File: src/rtl/spb_pkg.sv
package spb_pkg;
    typedef enum logic {
        ST_RUN   = 1'b0,
        ST_FAULT = 1'b1
    } fault_state_t;
endpackage

File: src/rtl/spb_store.sv
module spb_store #(
    parameter int DW    = 16,
    parameter int DEPTH = 16,
    parameter int AW    = $clog2(DEPTH)
) (
    input  logic          clk,
    input  logic          we,
    input  logic [AW-1:0] waddr,
    input  logic [DW-1:0] wdata,
    input  logic [AW-1:0] raddr_a,
    input  logic [AW-1:0] raddr_b,
    output logic [DW-1:0] rdata_a,
    output logic [DW-1:0] rdata_b
);
    logic [DW-1:0] cells [DEPTH];

    always_ff @(posedge clk) begin
        if (we) begin
            cells[waddr] <= wdata;
        end
    end

    assign rdata_a = cells[raddr_a];
    assign rdata_b = cells[raddr_b];
endmodule

File: src/rtl/spb_ctrl.sv
module spb_ctrl #(
    parameter int DEPTH = 16,
    parameter int AW    = $clog2(DEPTH),
    parameter int CW    = AW + 1
) (
    input  logic          clk,
    input  logic          rst_n,
    input  logic          clr,
    input  logic          wr_req,
    input  logic          pop_req,
    output logic          wr_acc,
    output logic          pop_ok,
    output logic          under,
    output logic [AW-1:0] wptr,
    output logic [AW-1:0] rptr,
    output logic [CW-1:0] count,
    output logic          is_full,
    output logic          is_empty
);
    localparam logic [CW-1:0] CNT_MAX  = CW'(DEPTH);
    localparam logic [CW-1:0] PAIR_CNT = CW'(2);

    assign is_full  = (count == CNT_MAX);
    assign is_empty = (count == '0);
    assign wr_acc   = wr_req && !is_full && !clr;
    assign pop_ok   = pop_req && (count >= PAIR_CNT) && !clr;
    assign under    = pop_req && (count < PAIR_CNT) && !clr;

    always_ff @(posedge clk or negedge rst_n) begin
        if (!rst_n) begin
            wptr  <= '0;
            rptr  <= '0;
            count <= '0;
        end else if (clr) begin
            wptr  <= '0;
            rptr  <= '0;
            count <= '0;
        end else begin
            if (wr_acc) begin
                wptr <= wptr + AW'(1);
            end
            if (pop_ok) begin
                rptr <= rptr + AW'(2);
            end
            count <= count + CW'(wr_acc) - (pop_ok ? PAIR_CNT : '0);
        end
    end
endmodule

File: src/rtl/spb_fault_fsm.sv
module spb_fault_fsm
    import spb_pkg::*;
(
    input  logic clk,
    input  logic rst_n,
    input  logic clr,
    input  logic under,
    output logic err
);
    fault_state_t state, state_nx;

    always_comb begin
        state_nx = state;
        unique case (state)
            ST_RUN:   if (under) state_nx = ST_FAULT;
            ST_FAULT: if (clr)   state_nx = ST_RUN;
            default:             state_nx = ST_RUN;
        endcase
        if (clr) begin
            state_nx = ST_RUN;
        end
    end

    always_ff @(posedge clk or negedge rst_n) begin
        if (!rst_n) begin
            state <= ST_RUN;
        end else begin
            state <= state_nx;
        end
    end

    always_comb begin
        unique case (state)
            ST_RUN:   err = 1'b0;
            ST_FAULT: err = 1'b1;
            default:  err = 1'b0;
        endcase
    end
endmodule

File: src/rtl/spb_status.sv
module spb_status #(
    parameter int DEPTH = 16,
    parameter int CW    = $clog2(DEPTH) + 1
) (
    input  logic [CW-1:0] count,
    input  logic [1:0]    sel,
    output logic          irq,
    output logic          near_empty
);
    localparam int QTR = DEPTH / 4;

    logic [CW-1:0] limits [4];

    for (genvar g = 0; g < 4; g++) begin : g_lim
        assign limits[g] = CW'(g * QTR);
    end

    assign irq        = (count <= limits[sel]);
    assign near_empty = (count < CW'(2));
endmodule

File: src/rtl/stereo_play_buf.sv
module stereo_play_buf #(
    parameter int DW    = 16,
    parameter int DEPTH = 16,
    parameter int LW    = $clog2(DEPTH) + 1
) (
    input  logic          clk,
    input  logic          rst_n,
    input  logic          fifo_clr,
    input  logic          wr_en,
    input  logic [DW-1:0] wr_data,
    input  logic [1:0]    thresh_sel,
    input  logic          pair_req,
    output logic [DW-1:0] left_out,
    output logic [DW-1:0] right_out,
    output logic          pair_valid,
    output logic [LW-1:0] level,
    output logic          full,
    output logic          empty,
    output logic          near_empty,
    output logic          irq,
    output logic          underrun_err
);
    localparam int AW = $clog2(DEPTH);

    logic          wr_acc, pop_ok, under;
    logic [AW-1:0] wptr, rptr;
    logic [DW-1:0] rd_l, rd_r;

    spb_ctrl #(.DEPTH(DEPTH), .AW(AW), .CW(LW)) u_ctrl (
        .clk      (clk),
        .rst_n    (rst_n),
        .clr      (fifo_clr),
        .wr_req   (wr_en),
        .pop_req  (pair_req),
        .wr_acc   (wr_acc),
        .pop_ok   (pop_ok),
        .under    (under),
        .wptr     (wptr),
        .rptr     (rptr),
        .count    (level),
        .is_full  (full),
        .is_empty (empty)
    );

    spb_store #(.DW(DW), .DEPTH(DEPTH), .AW(AW)) u_store (
        .clk     (clk),
        .we      (wr_acc),
        .waddr   (wptr),
        .wdata   (wr_data),
        .raddr_a (rptr),
        .raddr_b (rptr + AW'(1)),
        .rdata_a (rd_l),
        .rdata_b (rd_r)
    );

    spb_fault_fsm u_fsm (
        .clk   (clk),
        .rst_n (rst_n),
        .clr   (fifo_clr),
        .under (under),
        .err   (underrun_err)
    );

    spb_status #(.DEPTH(DEPTH), .CW(LW)) u_stat (
        .count      (level),
        .sel        (thresh_sel),
        .irq        (irq),
        .near_empty (near_empty)
    );

    always_ff @(posedge clk or negedge rst_n) begin
        if (!rst_n) begin
            pair_valid <= 1'b0;
            left_out   <= '0;
            right_out  <= '0;
        end else begin
            pair_valid <= pop_ok || under;
            if (pop_ok) begin
                left_out  <= rd_l;
                right_out <= rd_r;
            end else if (under) begin
                left_out  <= '0;
                right_out <= '0;
            end
        end
    end
endmodule

File: config.mk
export PLATFORM = sky130hd
export DESIGN_NAME = stereo_play_buf
export DESIGN_NICKNAME = d
export VERILOG_FILES = /design/src/rtl/spb_pkg.sv /design/src/rtl/spb_store.sv /design/src/rtl/spb_ctrl.sv /design/src/rtl/spb_fault_fsm.sv /design/src/rtl/spb_status.sv /design/src/rtl/stereo_play_buf.sv
export SDC_FILE = /design/constraint.sdc
export NUM_CORES = 1
export LEC_CHECK = 0
export BUFFER_PORTS_ARGS = -buffer_cell sky130_fd_sc_hd__buf_2
export CAP_MARGIN = 40
export CORE_MARGIN = 1.5
export CORE_UTILIZATION = 55
export CTS_BUF_LIST = sky130_fd_sc_hd__clkbuf_4 sky130_fd_sc_hd__clkbuf_8
export DETAILED_ROUTE_END_ITERATION = 10
export GPL_ROUTABILITY_DRIVEN = 0
export PLACE_DENSITY = 0.74
export RECOVER_POWER = 100
export SYNTH_ARGS = -nofsm -noshare
export SYNTH_HDL_FRONTEND = slang
export SYNTH_HIERARCHICAL = 1
export SYNTH_SLANG_ARGS = --single-unit
File: constraint.sdc
create_clock -name clk -period 3.3 [get_ports clk]
set_input_delay 0.825 -clock clk [delete_from_list [all_inputs] [get_ports clk]]
set_output_delay 0.825 -clock clk [all_outputs]
set_load 0.01 [all_outputs]
* After elaboration in Yosys (flattened, before gate mapping)
Memories as Yosys holds them, arrays and structs flattened.
Index checks and enable logic that the tools add are counted.
** Word-level totals
- Output and inout port bits :: 43
- Bits in registers :: 47
- Input bits :: 23
- Logic and storage cells :: 51
- Memories kept :: 1
- Memory bits (writable) :: 256
** Memories
- u_store.cells :: words 16, bits a word 16, rd ports 2, clocked after memory_dff 0, write ports 1, RTL line spb_store.sv:15 : logic [DW-1:0] cells [DEPTH];
** Operators by class
- Add/sub/neg operators :: 5
- Muxes and demuxes :: 18
- Eq/ne operators :: 1
- Reductions and logical operators :: 13
- Bitwise logic cells :: 2
- $lt $le $gt $ge :: 4
** Operators with widths (number)
- 16-bit 2-to-1 mux :: 3
- 4-bit 2-to-1 mux :: 4
- 5-bit 2-to-1 mux :: 3
- 5-bit binary-select mux with 2-bit select :: 1
- 4-bit by 1-bit adder with 4-bit output, second input constant :: 2
- 1-bit logical AND :: 6
- 2-bit nonzero test :: 3
- 5-bit by 1-bit adder with 5-bit output :: 1
- 5-bit equality test, second input constant :: 1
- 5-bit by 2-bit greater-or-equal comparator with 1-bit output, second input constant :: 1
- 5-bit <= comparator :: 1
- 5-bit logical NOT :: 1
- 5-bit by 2-bit less-than comparator with 1-bit output, second input constant :: 1
- 5-bit subtractor :: 1
- 4-bit by 2-bit adder with 4-bit output, second input constant :: 1
- 1-bit 2-to-1 mux :: 4
- 1-bit case mux with 2 select lines :: 2
- 3-bit greater-or-equal comparator, second input constant :: 1
- 2-bit inverter with 3-bit output :: 1
- 1-bit logical NOT :: 2
- 2-bit 2-to-1 mux :: 1
- 1-bit logical OR :: 1
- 1-bit inverter :: 1

* Longest topological paths before layout
- Depth after elaboration :: 7
- Mapped depth :: 12
- Mapped depth without buffers :: 12

* Cells and area by module
The synthesis kept the hierarchy.
** Modules (own cells, without submodules)
- spb_store :: seq. area each 7687.4 um^2, instances 1, area an instance 11728.7 um^2, cells each 553
- stereo_play_buf :: seq. area each 825.8 um^2, instances 1, area an instance 1246.2 um^2, cells each 79
- spb_ctrl :: seq. area each 300.3 um^2, instances 1, area an instance 762.0 um^2, cells each 77
- spb_status :: seq. area each 0.0 um^2, instances 1, area an instance 67.6 um^2, cells each 10
- spb_fault_fsm :: seq. area each 25.0 um^2, instances 1, area an instance 35.0 um^2, cells each 2

* Worst setup path before layout
OpenSTA, ideal clock, no wires.
- Kind :: register to register
- Start point :: register u_ctrl.count[2]
- End point :: memory u_store.cells[0][0], enable pin
- Cell stages (with the launch flop) :: 8
- Slack :: -0.143 ns
- Path buffers :: 0
- Library setup time :: 0.409 ns
- Clock period less this slack :: 3.443 ns
- Data required time :: 2.891 ns
- Arrival :: 3.034 ns
- Cells stage by stage :: dfrtp_1 -> inv_1 -> ha_1 -> and4bb_4 -> nand2b_2 -> nor2_1 -> or3b_2 -> nor3_1
** Between the ends
- Cells in the longest elaborated chain, start to end :: 6
** Ends and longest elaborated chain
- start, declared :: RTL line spb_ctrl.sv:16 : output logic [CW-1:0] count,
- start signal, assigned :: RTL line spb_ctrl.sv:45 : count <= count + CW'(wr_acc) - (pop_ok ? PAIR_CNT : '0);
- 5-bit equality test :: RTL line spb_ctrl.sv:23 : assign is_full = (count == CNT_MAX);
- named net full :: RTL line stereo_play_buf.sv:17 : output logic full,
- 1-bit logical NOT :: RTL line spb_ctrl.sv:25 : assign wr_acc = wr_req && !is_full && !clr;
- 1-bit logical AND (2 in a row) :: RTL line spb_ctrl.sv:25
- named net wr_acc :: RTL line stereo_play_buf.sv:25 : logic wr_acc, pop_ok, under;
- 1-bit 2-to-1 mux :: RTL line spb_store.sv:18 : if (we) begin
- 1-bit 2-to-1 mux (implied by the code) :: RTL line spb_store.sv:19 : cells[waddr] <= wdata;
- end, declared :: RTL line spb_store.sv:15
The timed path passes the listed nets, and every way through them passes these cells.

* Final worst setup path
- Start point :: register u_ctrl.count[2]
- End point :: memory u_store.cells[12][5], enable pin
** Between the ends
- Cells in the longest elaborated chain, start to end :: 6
** Ends and longest elaborated chain (RTL line)
- 5-bit equality test :: spb_ctrl.sv:23
- 1-bit logical NOT :: spb_ctrl.sv:25
- 1-bit logical AND (2 in a row) :: spb_ctrl.sv:25
- named net wr_acc :: stereo_play_buf.sv:25
- 1-bit 2-to-1 mux :: spb_store.sv:18
- 1-bit 2-to-1 mux (implied by the code) :: spb_store.sv:19
The timed path passes the listed nets, and every way through them passes these cells.

==> flow_metrics.tcl <==
set metrics [dict create \
    clock-root-buffer "clkbuf_8" \
    critPathCaptureType "register" \
    critPathBufInv 2 \
    synth_cells 721 \
    cp-startpoint "u_ctrl/count[2]" \
    clk_transition_reported_paths_ns 0.06 \
    cts_buffers 49 \
    worstPathMaxFanout 8 \
    clock_skew_ns 0.0267 \
    setup_viol 0 \
    slew_headroom_pct -29.3 \
    antenna_cells 0 \
    arrival_ns 3.26 \
    vias 8047 \
    initial_core_util_pct 56.4 \
    clk_latency_ns 0.59 \
    cts_num_sinks 302 \
    die_w_um 162 \
    wl_um 33800 \
    r2r-end "u_store/cells[12][5]" \
    synth_commonest_cells "edfxtp_1, mux4_2, a22oi_1" \
    synth_edf_count 256 \
    clock_path_buffers 3 \
    ys_seq_area_share_pct 63.9 \
    pwr-share-comb_pct 26.5 \
    path_depth 8 \
    r2r_start "u_ctrl/count[2]" \
    vias_per_cell 6.74 \
    fin_tns_setup_ns 0 \
    grt_pass1_vias 8533 \
    outcome "finished with violations" \
    endpoint "u_store/cells[12][5]" \
    period_share_pct 92.8 \
    cpPeakStageDelay_ns 0.61 \
    cts_setup_buffers 0 \
    synth-seq-cells 302 \
    path_class "register to register" \
    antenna_found_initial 0 \
    grt_max_degree 68 \
    path_delay_family "simple AND/OR/NAND/NOR gates" \
    cts_hold_buf 0 \
    synth_most_common_cell "edfxtp_1" \
    synth.net_count 758 \
    grtUsageTotal_pct 26.7 \
    fmax_mhz 326 \
    worst-endpoint-required_ns 3.49 \
    fillCellCount 1745 \
    cp_cell_sequence "inv_1, ha_1, and4bb_4, nand2b_2, nor2_1, nand3_1, nor3_2, clkbuf_1" \
    p_leak_nw 5.32 \
    final-max-slew-violation-count 30 \
    ios 66 \
    finalHoldViolations 0 \
    die_height_um 162 \
    startpoint_type "register" \
    rsz0062_at_grt "no" \
    dp.cells 1106 \
    detail-route-antenna-nets 0 \
    drive_gt1_share_pct 27.2 \
    post-dp-hpwl_um 20800 \
    firstDrtPassIters 5 \
    p_sw_share_pct 30.4 \
    layout_min_cycle_time_ns 3.06 \
    holdCritPathClass "register to register" \
    yosys.area.top_type "edfxtp_1" \
    cts-resized-gates 0 \
    ir_worst_vdd_mv 0.444 \
    syn_to_final_growth_pct 11.2 \
    cts_tree "yes" \
    die_area_sq_um 26100 \
    portBuffers 65 \
    avgRoutedWirePerCell_um 28.3 \
    p_total_w 0.0107 \
    grt_overflow_total 0 \
    drt_iter0_markers 803 \
    r2r_cells 8 \
    synth.distinct_cells 49 \
    maxCapViolCount 1 \
    syn_area_per_cell_sq_um 19.2 \
    violations "max-capacitance violations, max-slew violations" \
    rrSetupSlack_ns 0.24 \
    p_per_area_nw_per_um2 694 \
    p_int_w 0.00743 \
    rows 57 \
    seqPwrFrac_pct 43.4 \
    fin_cells 1194 \
    netlist_area_sq_um 13800 \
    synthTopCellsByArea "edfxtp_1, mux4_2, dfrtp_1" \
    synth_warnings 6 \
    hold_depth 1 \
    tightest_slew_ns 1.94 \
    power_frac_clock_pct 30.1 \
    slowest_stage "clkbuf_1" \
    yosysTopAreaCellShare_pct 55.5 \
    yosys_most_used_dff "edfxtp_1" \
    drcViolationCount 0 \
    coreArea_sq_um 24500 \
    grt_pass1_wl_um 50900 \
    ys_async_sr_fraction_pct 15.2 \
    htreeDepth 2 \
    fin_nets 870 \
    p_sw_w 0.00325 \
]
sequential cells by signal, indices dropped and copies added (netlist names):
register / flops
u_store/cells: 256
left_out: 16
right_out: 16
u_ctrl/count: 5
u_ctrl/wptr: 4
u_ctrl/rptr: 3
pair_valid: 1
u_fsm/state: 1
how the worst min path moves through the flow:
| stage | startpoint | end | slack [ns] |
|---|---|---|---|
| 6_report | right_out[6] | right_out[6] | 0.50 |
| 5_1_grt | left_out[9] | left_out[9] | 0.52 |
| 4_1_cts | rst_n | right_out[3] | 0.35 |
| 3_5_place_dp | right_out[6] | right_out[6] | 0.48 |
| 3_3_place_gp | right_out[12] | right_out[12] | 0.47 |
| 2_1_floorplan | rst_n | left_out[0] | 0.53 |
worst reg2reg max path, delay by kind of cell, from the launching register on:
family	cells	cell delay, ns
fa+ha+maj	1	0.26
simple gates	5	1.28
buf+inv	2	0.72
flops	1	0.43
cells in the final DEF (no fill, tap or decap), types with 5 or more instances in the layout:
| cell | netlist | layout |
|---|---|---|
| buf_4 | 6 | 22 |
| nand2_1 | 37 | 37 |
| clkinv_2 | 0 | 5 |
| clkbuf_4 | 2 | 22 |
| buf_2 | 7 | 5 |
| ha_1 | 14 | 13 |
| dfrtp_1 | 46 | 45 |
| clkbuf_8 | 3 | 51 |
| clkbuf_1 | 15 | 71 |
| a22oi_1 | 64 | 64 |
| nor2_1 | 26 | 26 |
| clkinv_1 | 0 | 7 |
| a22o_1 | 30 | 30 |
| edfxtp_1 | 256 | 256 |
| mux4_1 | 24 | 24 |
| clkbuf_2 | 0 | 12 |
| mux4_2 | 102 | 102 |
| inv_1 | 12 | 12 |
| nor2b_1 | 5 | 5 |
power by group through the flow:
stage	Sequential (W)	Clock [W]	Combinational (W)
global placement	0.00467	0	0.00279
global route	0.00466	0.00342	0.00302
finish	0.00463	0.00321	0.00283
CTS	0.00462	0.00325	0.00291
floorplan	0.00476	0	0.00189
detailed placement	0.00470	0	0.00290
kinds of logic (layout without fill, tap and decap cells):
group | Yosys count | after routing | share of synthesized area, %
XOR/XNOR | 8 | 8 | 0.506
multiplexers | 130 | 130 | 21.7
flip-flops | 302 | 302 | 63.9
AO/OA/AOI/OAI | 108 | 108 | 6.27
adder cells (fa/ha/maj) | 14 | 14 | 1.27
other | 1 | 1 | 0.0271
AND/OR/NAND/NOR | 94 | 94 | 3.32
buffers and inverters | 64 | 213 | 3.09
layout make-up:
cell class | count | area, sq um | share of cell area [%]
inverter | 13 | 48.8 | 0.317
sequential | 302 | 8840 | 57.5
clock inverter | 15 | 101 | 0.659
multi-input combinational | 355 | 4560 | 29.6
clock buffer | 73 | 867 | 5.64
timing repair buffer | 112 | 564 | 3.67
tap | 324 | 405 | 2.64
stage by stage:
step	hold slack, ns	area (sq um)	util (%)	setup WS [ns]
finish	0.499	15400	62.7	0.237
global route	0.516	15400	62.7	0.156
CTS	0.345	15600	63.5	0.448
detailed placement	0.479	14600	59.5	0.460
global placement	0.473	14600	59.4	0.577
floorplan	0.529	13800	-	0.191
metal layers:
layer  track usage, %  part of all wire [%]  up-vias  wire, um
met2             44.2                    50      437     16900
li1                 -                     -     3288         -
met4             11.1                   3.4        0      1150
met3             5.88                   8.6       71      2900
met5                0                     0        -         0
met1             34.6                    38     4251     12900
Power figures use the tool's default switching activity.
